$ cat src/rtl/spi_dma_irq_pkg.sv
package spi_dma_irq_pkg;

    localparam int STAT_W  = 18;
    localparam int EOW_BIT = 17;

    typedef enum logic [0:0] {
        ST_RUN  = 1'b0,
        ST_TEST = 1'b1
    } irq_state_e;

    typedef enum logic [1:0] {
        MODE_FULL    = 2'd0,
        MODE_RX_ONLY = 2'd1,
        MODE_TX_ONLY = 2'd2,
        MODE_ALT     = 2'd3
    } xfer_mode_e;

    // Implemented status bits: three per channel, bit 3, bits 16 and 17.
    function automatic logic [STAT_W-1:0] impl_mask(input int nch);
        logic [STAT_W-1:0] m;
        m = '0;
        for (int i = 0; i < nch; i++) begin
            m[4*i]   = 1'b1;
            m[4*i+1] = 1'b1;
            m[4*i+2] = 1'b1;
        end
        m[3]  = 1'b1;
        m[16] = 1'b1;
        m[17] = 1'b1;
        return m;
    endfunction

endpackage

$ cat src/rtl/spi_dreq_chan.sv
module spi_dreq_chan
    import spi_dma_irq_pkg::*;
#(
    parameter int LVL_W = 7,
    parameter int THR_W = 6
) (
    input  logic             clk_i,
    input  logic             rst_ni,
    input  logic             en_i,
    input  logic             dtx_i,
    input  logic             drx_i,
    input  logic [1:0]       mode_i,
    input  logic             txs_i,
    input  logic             rxs_i,
    input  logic             turbo_i,
    input  logic             own_tx_i,
    input  logic             own_rx_i,
    input  logic [LVL_W-1:0] tx_lvl_i,
    input  logic [LVL_W-1:0] rx_lvl_i,
    input  logic [THR_W-1:0] ae_i,
    input  logic [THR_W-1:0] af_i,
    output logic             tx_evt_o,
    output logic             rx_evt_o,
    output logic             tx_dreq_o,
    output logic             rx_dreq_o
);

    logic tx_lvl_ok, rx_lvl_ok;
    logic tx_core, rx_core;

    always_comb begin
        tx_lvl_ok = !own_tx_i || (tx_lvl_i <= LVL_W'(ae_i));
        rx_lvl_ok = !own_rx_i || (rx_lvl_i >= LVL_W'(af_i));
        tx_core   = en_i && txs_i && (mode_i != MODE_RX_ONLY) && tx_lvl_ok;
        rx_core   = en_i && rxs_i && (mode_i != MODE_TX_ONLY) && rx_lvl_ok;
        tx_evt_o  = tx_core;
        rx_evt_o  = rx_core && !turbo_i;
    end

    always_ff @(posedge clk_i or negedge rst_ni) begin
        if (!rst_ni) begin
            tx_dreq_o <= 1'b0;
            rx_dreq_o <= 1'b0;
        end else begin
            tx_dreq_o <= tx_core && dtx_i;
            rx_dreq_o <= rx_core && drx_i;
        end
    end

    p_txreq_gate_r1: assert property (@(posedge clk_i) disable iff (!rst_ni)
        tx_dreq_o |-> $past(en_i && dtx_i && txs_i && mode_i != MODE_RX_ONLY));
    p_rxreq_gate_r2: assert property (@(posedge clk_i) disable iff (!rst_ni)
        rx_dreq_o |-> $past(en_i && drx_i && rxs_i && mode_i != MODE_TX_ONLY));
    p_txreq_level_r3: assert property (@(posedge clk_i) disable iff (!rst_ni)
        tx_dreq_o |-> $past(!own_tx_i || tx_lvl_i <= LVL_W'(ae_i)));
    p_rxreq_level_r4: assert property (@(posedge clk_i) disable iff (!rst_ni)
        rx_dreq_o |-> $past(!own_rx_i || rx_lvl_i >= LVL_W'(af_i)));

endmodule

$ cat src/rtl/spi_irq_status.sv
module spi_irq_status
    import spi_dma_irq_pkg::*;
#(
    parameter int NCH = 4
) (
    input  logic              clk_i,
    input  logic              rst_ni,
    input  logic [NCH-1:0]    tx_evt_i,
    input  logic [NCH-1:0]    rx_evt_i,
    input  logic              word_done_i,
    input  logic              sys_test_i,
    input  logic              en_wr_i,
    input  logic [STAT_W-1:0] en_wdata_i,
    input  logic              clr_wr_i,
    input  logic [STAT_W-1:0] clr_data_i,
    output logic [STAT_W-1:0] status_o,
    output logic [STAT_W-1:0] en_o,
    output logic              irq_o
);

    localparam logic [STAT_W-1:0] IMPL = impl_mask(NCH);

    irq_state_e        state_q, state_d;
    logic [STAT_W-1:0] stat_q, stat_d, set_vec, clr_eff, en_q;

    // Sequencer state register
    always_ff @(posedge clk_i or negedge rst_ni) begin
        if (!rst_ni) state_q <= ST_RUN;
        else         state_q <= state_d;
    end

    always_comb begin
        unique case (state_q)
            ST_RUN:  state_d = sys_test_i ? ST_TEST : ST_RUN;
            ST_TEST: state_d = sys_test_i ? ST_TEST : ST_RUN;
        endcase
    end

    // Set sources
    always_comb begin
        set_vec = '0;
        for (int n = 0; n < NCH; n++) begin
            set_vec[4*n]   = tx_evt_i[n];
            set_vec[4*n+2] = rx_evt_i[n];
        end
        set_vec[EOW_BIT] = word_done_i;
        clr_eff = clr_wr_i ? clr_data_i : '0;
    end

    // Output process: next status per state
    always_comb begin
        unique case (state_q)
            ST_RUN:  stat_d = (stat_q & ~clr_eff) | set_vec;
            ST_TEST: stat_d = stat_q | IMPL | set_vec;
        endcase
        stat_d = stat_d & IMPL;
    end

    always_ff @(posedge clk_i or negedge rst_ni) begin
        if (!rst_ni) begin
            stat_q <= '0;
            en_q   <= '0;
        end else begin
            stat_q <= stat_d;
            if (en_wr_i) en_q <= en_wdata_i & IMPL;
        end
    end

    assign status_o = stat_q;
    assign en_o     = en_q;
    assign irq_o    = |(stat_q & en_q);

    p_eow_set_r7: assert property (@(posedge clk_i) disable iff (!rst_ni)
        word_done_i |=> status_o[EOW_BIT]);
    p_clear_eow_r8: assert property (@(posedge clk_i) disable iff (!rst_ni)
        (state_q == ST_RUN && clr_wr_i && clr_data_i[EOW_BIT] && !word_done_i)
        |=> !status_o[EOW_BIT]);
    p_sticky_r8: assert property (@(posedge clk_i) disable iff (!rst_ni)
        (!clr_wr_i) |=> ((status_o & $past(status_o)) == $past(status_o)));
    p_mask_load_r9: assert property (@(posedge clk_i) disable iff (!rst_ni)
        en_wr_i |=> (en_o == ($past(en_wdata_i) & IMPL)));
    p_test_force_r10: assert property (@(posedge clk_i) disable iff (!rst_ni)
        (state_q == ST_TEST) |=> ((status_o & IMPL) == IMPL));

endmodule

$ cat src/rtl/spi_dma_irq_gen.sv
module spi_dma_irq_gen
    import spi_dma_irq_pkg::*;
#(
    parameter int NCH        = 4,
    parameter int FIFO_DEPTH = 64,
    parameter int THR_W      = 6,
    localparam int LVL_W     = $clog2(FIFO_DEPTH + 1),
    localparam int CH_W      = (NCH > 1) ? $clog2(NCH) : 1
) (
    input  logic              clk_i,
    input  logic              rst_ni,
    input  logic [NCH-1:0]    ch_en_i,
    input  logic [NCH-1:0]    dma_tx_en_i,
    input  logic [NCH-1:0]    dma_rx_en_i,
    input  logic [2*NCH-1:0]  xfer_mode_i,
    input  logic [NCH-1:0]    tx_empty_i,
    input  logic [NCH-1:0]    rx_full_i,
    input  logic [NCH-1:0]    turbo_i,
    input  logic              fifo_own_vld_i,
    input  logic [CH_W-1:0]   fifo_own_ch_i,
    input  logic              tx_fifo_en_i,
    input  logic              rx_fifo_en_i,
    input  logic [LVL_W-1:0]  tx_fifo_lvl_i,
    input  logic [LVL_W-1:0]  rx_fifo_lvl_i,
    input  logic [THR_W-1:0]  ae_thr_i,
    input  logic [THR_W-1:0]  af_thr_i,
    input  logic              word_done_i,
    input  logic              sys_test_i,
    input  logic              en_wr_i,
    input  logic [STAT_W-1:0] en_wdata_i,
    input  logic              clr_wr_i,
    input  logic [STAT_W-1:0] clr_data_i,
    output logic [NCH-1:0]    tx_dreq_o,
    output logic [NCH-1:0]    rx_dreq_o,
    output logic [STAT_W-1:0] irq_status_o,
    output logic [STAT_W-1:0] irq_en_o,
    output logic              irq_o
);

    // NCH must stay within 1..4 so channel bits fit below bit 16.
    logic [NCH-1:0] tx_evt, rx_evt;

    for (genvar n = 0; n < NCH; n++) begin : g_ch
        logic own;
        assign own = fifo_own_vld_i && (fifo_own_ch_i == CH_W'(n));

        spi_dreq_chan #(
            .LVL_W (LVL_W),
            .THR_W (THR_W)
        ) u_chan (
            .clk_i     (clk_i),
            .rst_ni    (rst_ni),
            .en_i      (ch_en_i[n]),
            .dtx_i     (dma_tx_en_i[n]),
            .drx_i     (dma_rx_en_i[n]),
            .mode_i    (xfer_mode_i[2*n +: 2]),
            .txs_i     (tx_empty_i[n]),
            .rxs_i     (rx_full_i[n]),
            .turbo_i   (turbo_i[n]),
            .own_tx_i  (own && tx_fifo_en_i),
            .own_rx_i  (own && rx_fifo_en_i),
            .tx_lvl_i  (tx_fifo_lvl_i),
            .rx_lvl_i  (rx_fifo_lvl_i),
            .ae_i      (ae_thr_i),
            .af_i      (af_thr_i),
            .tx_evt_o  (tx_evt[n]),
            .rx_evt_o  (rx_evt[n]),
            .tx_dreq_o (tx_dreq_o[n]),
            .rx_dreq_o (rx_dreq_o[n])
        );
    end

    spi_irq_status #(
        .NCH (NCH)
    ) u_stat (
        .clk_i       (clk_i),
        .rst_ni      (rst_ni),
        .tx_evt_i    (tx_evt),
        .rx_evt_i    (rx_evt),
        .word_done_i (word_done_i),
        .sys_test_i  (sys_test_i),
        .en_wr_i     (en_wr_i),
        .en_wdata_i  (en_wdata_i),
        .clr_wr_i    (clr_wr_i),
        .clr_data_i  (clr_data_i),
        .status_o    (irq_status_o),
        .en_o        (irq_en_o),
        .irq_o       (irq_o)
    );

endmodule

$ cat config.mk
export PLATFORM = sky130hd
export DESIGN_NAME = spi_dma_irq_gen
export DESIGN_NICKNAME = d
export VERILOG_FILES = /design/src/rtl/spi_dma_irq_pkg.sv /design/src/rtl/spi_dreq_chan.sv /design/src/rtl/spi_irq_status.sv /design/src/rtl/spi_dma_irq_gen.sv
export SDC_FILE = /design/constraint.sdc
export NUM_CORES = 1
export LEC_CHECK = 0
export BUFFER_PORTS_ARGS = -buffer_cell sky130_fd_sc_hd__buf_2
export CORE_ASPECT_RATIO = 0.6
export CORE_UTILIZATION = 40
export CTS_BUF_LIST = sky130_fd_sc_hd__clkbuf_4 sky130_fd_sc_hd__clkbuf_8
export CTS_CLUSTER_SIZE = 8
export DETAILED_ROUTE_END_ITERATION = 10
export PLACE_DENSITY_LB_ADDON = 0.3
export SETUP_SLACK_MARGIN = 0.02
export SLEW_MARGIN = 0
export SYNTH_ARGS = -nofsm -noshare
export SYNTH_HDL_FRONTEND = slang
export SYNTH_SLANG_ARGS = --single-unit
export TNS_END_PERCENT = 50
$ cat constraint.sdc
create_clock -name clk_i -period 1.3 [get_ports clk_i]
set_input_delay 0.065 -clock clk_i [delete_from_list [all_inputs] [get_ports clk_i]]
set_output_delay 0.065 -clock clk_i [all_outputs]
set_load 0.02 [all_outputs]
==> results of run 1 <==
## cell families (layout without fill, tap and decap cells)
group | after synthesis | count (layout)
AOI/OAI and AO/OA | 56 | 56
muxes | 15 | 15
DFF | 39 | 39
and+or+nand+nor | 45 | 45
adders and majority gates | 12 | 12
other | 1 | 6
buffers and inverters | 38 | 187
## worst register-to-register path, delay by kind of cell (launching register included)
kind               cells  cell delay (ns)
DFF                    1             0.51
and+or+nand+nor        1             0.18
AOI/OAI and AO/OA      2             0.31
## repair_timing
item                       4_1_cts  5_1_grt
setup endpoints to repair        1        1
hold endpoints to repair        20        1
hold buffers                     6        1
resized for setup                1        1
buffers inserted                 0        1
## layout by cell type (no fill, tap or decap), drive strengths merged, types with 5 or more instances in the layout
master,n
ha,12
a21oi,16
dfrtp,39
nand2,18
mux2,15
a21o,8
inv,20
dlygate4sd3,7
o21ai,5
nand3,5
clkbuf,6
buf,152
conb,6
o211ai,5
## cell type report
cell class | count | area [sq um] | share of cell area
Clock buffer | 6 | 76.32 | 0.02413
Timing Repair Buffer | 159 | 883.3 | 0.2793
Multi-Input combinational cell | 134 | 1010 | 0.3192
Sequential cell | 39 | 975.9 | 0.3085
Inverter | 20 | 75.07 | 0.02373
Tap cell | 66 | 82.58 | 0.02611
Clock inverter | 2 | 60.06 | 0.01899
## per-stage QoR
step	hold slack, ns	total power, uW	std cells
2_1_floorplan	-0.2306	1781	211
3_5_place_dp	0.007492	2141	410
4_1_cts	0.0008017	3384	424
3_3_place_gp	0.006074	2125	410
6_report	0.01214	3354	426
5_1_grt	0.003422	3541	426
## registers in the layout, indices dropped and copies added, names as in the netlist
| name | flops |
|---|---|
| u_stat.status_o | 15 |
| g_ch.u_chan.rx_dreq_o | 4 |
| g_ch.u_chan.tx_dreq_o | 4 |
| u_stat.state_q | 1 |
| u_stat.en_o | 15 |
## routing by layer
metal  vias to the layer above  wire length [um]  GRT usage  part of all wire
met1                       978              2869     0.3114              0.49
met2                       105              2431     0.3239              0.41
met4                         0                29    0.03782            0.0049
met3                         4               568    0.06589             0.096
met5                         -                 0          0                 0
li1                       1022                 -          -                 -
## power by group through the flow
| stage | registers (uW) | logic [uW] | clock network, uW |
|---|---|---|---|
| floorplan | 1480 | 305 | 0 |
| global placement | 1390 | 739 | 0 |
| detailed placement | 1390 | 751 | 0 |
| CTS | 1370 | 771 | 1250 |
| global route | 1380 | 855 | 1310 |
| finish | 1370 | 771 | 1220 |
## worst paths after layout
kind / from / end / slack (ns) / depth (start not counted)
max reg2reg: u_stat.state_q / u_stat.status_o[14] / 0.20 / 3
min in group asynchronous: rst_ni / u_stat.en_o[2] / 0.23 / 2
min: en_wdata_i[2] / u_stat.en_o[2] / 0.01 / 2
min reg2reg: u_stat.status_o[3] / u_stat.status_o[3] / 0.50 / 1
max in group asynchronous: rst_ni / u_stat.en_o[16] / 0.60 / 3
max: u_stat.status_o[0] / irq_o / -0.31 / 5
==> out/qor.txt, run 1 <==
Status - finished with violations
Failing checks - setup timing
Post-detail-place hpwl - 4.780 mm
Final instance area - 0.003163 sq mm
Sequential power share - 0.408
Synth Area in Compound Gates - 0.1873
Fill cell count - 442
Die Ht - 58.72 um
Post-synth EDFFs - 0
Post-synthesis register bit count - 39
IO Pins - 150
Reg clk slew, reported paths - 0.08 ns
Synth Area in Simple Gates - 0.1155
Starting Density - 0.4201
Worst-path cell chain - a22o_1 -> a221oi_2 -> buf_4 -> nand4_1 -> buf_4
Worst path top cell family by delay - compound AO/OA/AOI/OAI gates
Row count - 20
Most used standard cell by instance count after synthesis - dfrtp_1
Die width - 96.53 um
Switching pwr - 898.6 uW
DR pass1 iterations - 4
Fin crit share - 1.238
Post-Route WL - 5.898 mm
1st-iter DRT viols - 54
Sequential fraction of the synthesis area - 0.4551
Clk_lat worst skew - 0.29 ns
Synth area leader - dfrtp_1
Final core occ - 0.6196
Internal power of the cells - 2456 uW
Antenna cell count - 0
Via count of the first global-routing pass - 1,909
Antenna violations before repair - 0
Syn Area/Cell - 10.41 sq um
Crit path launch type - flop
RSZ-0062 raised after global routing - yes
Fin crit period - 1.609 ns
Core box area - 0.005105 sq mm
H-tree lvl count - 2
First-pass GRT wire length - 8.976 mm
Max clock buf depth - 2
TritonCTS Buffers - 5
Synth Area in XOR/XNOR - 0
Synth top area cells - dfrtp_1 (46%), mux2_2 (7.9%), ha_1 (7.0%)
P_leak - 0.001643 uW
Cell with the largest stage delay on the worst path - dfrtp_1
Crit Path Max Fanout - 2
Synth cell count leaders - dfrtp_1 (39), inv_1 (20), nand2_1 (18)
Dominant synthesized flop cell - dfrtp_1
Adder-cell share of the synthesized area - 0.07001
CTS root buf - clkbuf_8
Critical path required time - 1.24 ns
Clk network pwr share - 0.363
Net Sw Frac - 0.2679
Max Freq - 621.5 MHz
Mapped cell area - 0.002145 sq mm
Layout Area Growth over Synthesis - 47.49%
Placement Cell Area - 0.002940 sq mm
CP Buf/Inv Count - 2
All-layer global routing usage - 0.2156
Worst hold path class - in2reg
Post-synthesis mux area share - 0.07876
Post-Place Worst Slack - -0.1689 ns
Share of total power in combinational logic - 0.230
Pwr/cell area - 1061 mW/mm^2
Vias per Instance - 4.951
Routed via count - 2,109
Ys async rst share - 1.000
# DRC - 0
Synthesis Warnings - 0
Main combinational cell family by area after synthesis - compound AO/OA/AOI/OAI gates
Fraction of layout cells with a size suffix above 1 - 0.5056
Fin nets - 476
CP max stage delay - 0.41 ns
Routed Antenna Nets - 0
Min setup slack post-route - -0.3091 ns
DR WL/cell - 13.85 um
CTS sink count - 39
Syn Inst Count - 206
Largest net degree at the start of global routing - 25
Fin Setup TNS - -0.3091 ns
GRT overflow - 0
Area share of the largest cell type after synthesis - 0.4551
Crit Path Class - reg2out
Hold Fails Final Rpt - 0
Final Skew - 0.007938 ns
GP Congestion - 0.8174
Synth cell types - 38
Port Buffers - 137
Critical Path AT - 1.54 ns
Slew Limit Fails - 0
Endpoints failing setup - 1
Full die area - 0.005668 sq mm
Crit-path most repeated cell - buf_4
CTS tree - yes
Peak VDD IR - 0.6553 mV
Max Cap Viol - 0
Worst setup EP type - output port
Note: power is estimated with default switching activity, not from simulation.
==> run 2, diff against run 1 <==
- REMOVE_ABC_BUFFERS: not set -> 1
- SKIP_CTS_REPAIR_TIMING: not set -> 1
- clock period: 1.3 -> 1.65 ns (I/O delays scaled with it)
==> run 2 against run 1 <==
  * The flow still finishes with violations (setup timing)
  * Worst setup slack gained 0.30 ns
  * Global-route usage shrank 1.6 points
  * Critical endpoint unchanged
  * Critical path depth shrank 1
  * Combinational power shrank 29%
  * Total power shrank 23%
  * Sequential share of layout area grew 1.7 points
  * Clock skew shrank 0.0044 ns
  * Critical path type unchanged
  * Sequential power shrank 21%
  * Utilization shrank 3.2 points
  * Highest routed layer unchanged
  * First-iteration DRC count shrank 28%
==> out/qor.txt, run 2 (synthesis gave the netlist of run 1 again) <==
# DRC - 0
Max_slew headroom - 0.6083
Worst setup EP type - output port
Crit Reg-Reg Endpoint - u_stat.status_o[14]
Max Cap Viol - 0
Crit Path Max Fanout - 3
TritonCTS Buffers - 5
Full die area - 0.005668 sq mm
Cell depth of the worst setup path - 4
M1 GR Usage - 0.2767
Routed Antenna Nets - 0
IO Pins - 150
Post-detail-place hpwl - 4.567 mm
Core box area - 0.005105 sq mm
Post-Route WL - 5.610 mm
Vias per Instance - 4.937
CP max stage delay - 0.40 ns
Max Freq - 601.3 MHz
Failing checks - setup timing
Hold Fails Final Rpt - 0
Crit path launch type - flop
Critical path required time - 1.57 ns
GRT met2 Usage - 0.3209
P_leak - 0.001562 uW
Pwr/cell area - 859.0 mW/mm^2
Final Skew - 0.003495 ns
R2r worst-path depth - 3
Starting Density - 0.4201
WHS - 0.01472 ns
1st-iter DRT viols - 39
Antenna violations before repair - 0
Most frequent cells in the layout - buf_2 (136), dfrtp_1 (39), inv_1 (20), nand2_1 (18)
Via count of the first global-routing pass - 1,817
Row count - 20
Worst-path cell chain - a222oi_1 -> and3_1 -> nand4_1 -> buf_4
Fin nets - 460
Layout Area Growth over Synthesis - 39.97%
Fill cell count - 480
Clk_lat worst skew - 0.28 ns
Share of total power in combinational logic - 0.212
Worst hold path class - in2reg
CP Buf/Inv Count - 1
All-layer global routing usage - 0.1998
Gr busiest metal - met2
Reg2reg start - u_stat.state_q
R2r setup slk - 0.39 ns
CTS root buf - clkbuf_8
Clk network pwr share - 0.368
Fin Setup TNS - -0.01299 ns
Final instance area - 0.003002 sq mm
Die Ht - 58.72 um
Most common cell after layout, fill and taps aside - buf_2
CP endpoint - irq_o
Internal power of the cells - 1896 uW
DR pass1 iterations - 4
RSZ-0062 raised after global routing - yes
GP Congestion - 0.7268
CTS sink count - 39
Routed via count - 2,024
Fraction of layout cells with a size suffix above 1 - 0.4884
Max clock buf depth - 2
Endpoints failing setup - 1
Placement Cell Area - 0.002825 sq mm
Status - finished with violations
Critical Path AT - 1.58 ns
Net Sw Frac - 0.2646
Cell with the largest stage delay on the worst path - dfrtp_1
Reg clk slew, reported paths - 0.07 ns
Switching pwr - 682.3 uW
H-tree lvl count - 2
Worst path top cell family by delay - flip-flops
GRT overflow - 0
First-pass GRT wire length - 8.390 mm
Antenna cell count - 0
Port Buffers - 137
Crit Path Class - reg2out
Fin crit period - 1.663 ns
Fin crit share - 1.008
Slew Limit Fails - 0
Peak VDD IR - 0.5938 mV
Slew of the pin with the lowest slew margin - 0.5876 ns
Global routing usage on met3 - 0.05556
Sequential power share - 0.419
Largest net degree at the start of global routing - 26
DR WL/cell - 13.68 um
Min setup slack post-route - -0.01299 ns
Die width - 96.53 um
CTS tree - yes
CP Launch Point - u_stat.status_o[4]
==> run 2: final cells by class <==
class,count,area (sq um),area share
clock inverter,2,60.06,0.02001
sequential,39,975.9,0.3251
timing repair buffer,143,740.7,0.2468
multi-input combinational,134,991.0,0.3301
tap,66,82.58,0.02751
clock buffer,6,76.32,0.02543
inverter,20,75.07,0.02501
==> run 2: worst min path at each step <==
stage | start | end | depth (start not counted)
5_1_grt | dma_rx_en_i[3] | g_ch[3].u_chan.rx_dreq_o | 3
4_1_cts | rst_ni | u_stat.en_o[1] | 1
2_1_floorplan | rst_ni | g_ch[0].u_chan.rx_dreq_o | 0
3_3_place_gp | rst_ni | u_stat.en_o[1] | 1
3_5_place_dp | rst_ni | u_stat.en_o[1] | 1
6_report | dma_rx_en_i[3] | g_ch[3].u_chan.rx_dreq_o | 3
==> run 2: worst register-to-register path, cell delays in order, from the launching register on <==
cell and delay (ns):
dfrtp_1 0.72, a21oi_1 0.13, and3_1 0.21, a21oi_1 0.13
==> run 2: power by group through the flow <==
stage,logic (uW),clock network [uW],registers [uW]
detailed placement,546,0,1100
floorplan,194,0,1170
CTS,547,963,1080
finish,548,950,1080
global placement,534,0,1100
global route,606,1010,1090
==> run 2: metal layers <==
metal / routed length (um) / part of all wire
met5: 0 / 0
met4: 13 / 0.0023
met3: 463 / 0.083
met2: 2479 / 0.44
met1: 2653 / 0.47
==> run 2: stage by stage <==
step	worst slack, ns	util	cells	power [uW]
detailed placement	0.01075	0.5534	398	1644
global placement	0.07284	0.5534	398	1631
CTS	-0.07334	0.5801	406	2591
floorplan	0.3327	-	193	1369
finish	-0.01299	0.5880	410	2578
global route	-0.1182	0.5880	410	2705
==> run 3, diff against run 2 <==
- PLACE_DENSITY: not set -> 0.9
- PLACE_DENSITY_LB_ADDON: 0.3 -> not set
- SKIP_CTS_REPAIR_TIMING: 1 -> not set
==> run 3 against run 2 <==
  * The flow still finishes with violations (setup timing)
  * Register-to-register slack about the same
  * Utilization down 1.1 points
  * Non-clock buffer count down 1
  * Die area unchanged
  * Combinational power about the same
  * Sequential share of layout area up 0.61 points
  * Worst setup slack worse by 0.030 ns
  * First-iteration DRC count down 10%
  * Fmax down 1.7%
  * Via count up 2.6%
  * Critical path type unchanged
  * Largest cell class unchanged
==> out/qor.txt, run 3 (synthesis gave the netlist of run 1 again) <==
Crit Reg-Reg Endpoint - u_stat.status_o[2]
TritonCTS Buffers - 5
Fin crit share - 1.026
First-pass GRT wire length - 8.521 mm
Worst path top cell family by delay - compound AO/OA/AOI/OAI gates
# DRC - 0
Hold_sp - dma_rx_en_i[3]
DP Cell Count - 397
CTS sink count - 39
Core box area - 0.005105 sq mm
Status - finished with violations
GRT overflow - 0
P_leak - 0.001538 uW
All-layer global routing usage - 0.2056
Slew Limit Fails - 0
R2r worst-path depth - 3
Peak VDD IR - 0.5323 mV
Multi-input gate area - 991.0 sq um
Antenna cell count - 0
Row count - 20
Crit Path Class - reg2out
Critical path required time - 1.57 ns
Crit path launch type - flop
Worst hold path class - in2reg
CTS root buf - clkbuf_8
Worst-path cell chain - a222oi_1 -> and3_1 -> nand4_1 -> buf_4
Failing checks - setup timing
Crit Path Max Fanout - 2
Layout Area Growth over Synthesis - 37.40%
Max clock buf depth - 2
Min-Delay Endpoint - g_ch[3].u_chan.rx_dreq_o
Routed via count - 2,076
Routed Antenna Nets - 0
Min setup slack post-route - -0.04258 ns
Vias per Instance - 5.076
Final Skew - 0.002610 ns
Post-Route WL - 5.810 mm
Fraction of layout cells with a size suffix above 1 - 0.4869
Cell with the largest stage delay on the worst path - a222oi_1
1st-iter DRT viols - 35
Hold Fails Final Rpt - 0
Starting Density - 0.4201
Die width - 96.53 um
DR pass1 iterations - 4
Post-detail-place hpwl - 4.660 mm
Reg clk slew, reported paths - 0.07 ns
Pwr/cell area - 769.0 mW/mm^2
Die Ht - 58.72 um
Total power - 2266 uW
Most common cell after layout, fill and taps aside - buf_2
Critical Path AT - 1.61 ns
Max_slew headroom - 0.4324
CP Buf/Inv Count - 1
Via count of the first global-routing pass - 1,866
IO Pins - 150
DR WL/cell - 14.21 um
Final instance area - 0.002947 sq mm
Reg2reg start - u_stat.state_q
CP max stage delay - 0.41 ns
Worst setup EP type - output port
Placement Cell Area - 0.002818 sq mm
RSZ-0062 raised after global routing - yes
Fill cell count - 462
WHS - 0.01238 ns
Largest net degree at the start of global routing - 40
Port Buffers - 137
Clk_lat worst skew - 0.28 ns
Reg area - 975.9 sq um
Cell Count, Final, Fillers Out - 409
Hold Path Cell Cnt - 3
Fin Setup TNS - -0.04258 ns
Max Cap Viol - 0
Fin crit period - 1.693 ns
Slew of the pin with the lowest slew margin - 0.8513 ns
Fin nets - 459
R2r setup slk - 0.39 ns
H-tree lvl count - 2
Full die area - 0.005668 sq mm
GP Congestion - 0.8021
Antenna violations before repair - 0
Max Freq - 590.8 MHz
Endpoints failing setup - 1
CTS tree - yes
Most frequent cells in the layout - buf_2 (136), dfrtp_1 (39), inv_1 (20), nand2_1 (18)
[run 3: how the worst max path moves through the flow]
stage                               endpoint  slack [ns]  depth (start not counted)          startpoint
detailed placement  g_ch[0].u_chan.tx_dreq_o        0.09                          6    tx_fifo_lvl_i[5]
global route                           irq_o       -0.11                          4  u_stat.status_o[4]
global placement    g_ch[0].u_chan.tx_dreq_o        0.13                          7         ae_thr_i[5]
finish                                 irq_o       -0.04                          4  u_stat.status_o[4]
floorplan           g_ch[0].u_chan.tx_dreq_o        0.33                          6         ae_thr_i[5]
CTS                                    irq_o       -0.05                          4  u_stat.status_o[4]
[run 3: area by class of cell]
cell class / count / area share
well taps: 66 / 0.02803
clock buffers: 7 / 0.02845
repair buffers: 142 / 0.2488
clock inverters: 1 / 0.001699
inverters: 20 / 0.02548
multi-input cells: 134 / 0.3363
flip-flops and latches: 39 / 0.3312
[run 3: worst reg2reg max path: cells and delay by family (launching register included)]
family	cells	cell delay [ns]
flops	1	0.73
compound gates	3	0.45
[run 3: report_power, final]
| group | internal (uW) | total (uW) | leakage (uW) | switching (uW) |
|---|---|---|---|---|
| combinational | 250 | 551 | 0.00105 | 301 |
| clock | 329 | 633 | 0.0000491 | 304 |
| sequential | 1020 | 1080 | 0.000443 | 57.4 |
[run 3: stage by stage]
| stage | worst slack (ns) | utilization |
|---|---|---|
| floorplan | 0.3327 | - |
| global placement | 0.1260 | 0.5520 |
| detailed placement | 0.09137 | 0.5520 |
| CTS | -0.04809 | 0.5772 |
| global route | -0.1119 | 0.5772 |
| finish | -0.04258 | 0.5772 |
[run 3: what timing repair did]
item | 4_1_cts | 5_1_grt
hold endpoints to repair | 41 | 0
hold buffers | 3 | 0
setup endpoints to repair | 1 | 1
gates resized for setup | 1 | 0
buffers inserted | 1 | 0
pin swaps | 3 | 0
[run 3: per-layer routing]
layer	up-vias	wire, um	track usage
li1	989	-	-
met1	991	2527	0.2529
met2	88	2743	0.3501
met3	8	451	0.06718
met4	0	88	0.05462
met5	-	0	0
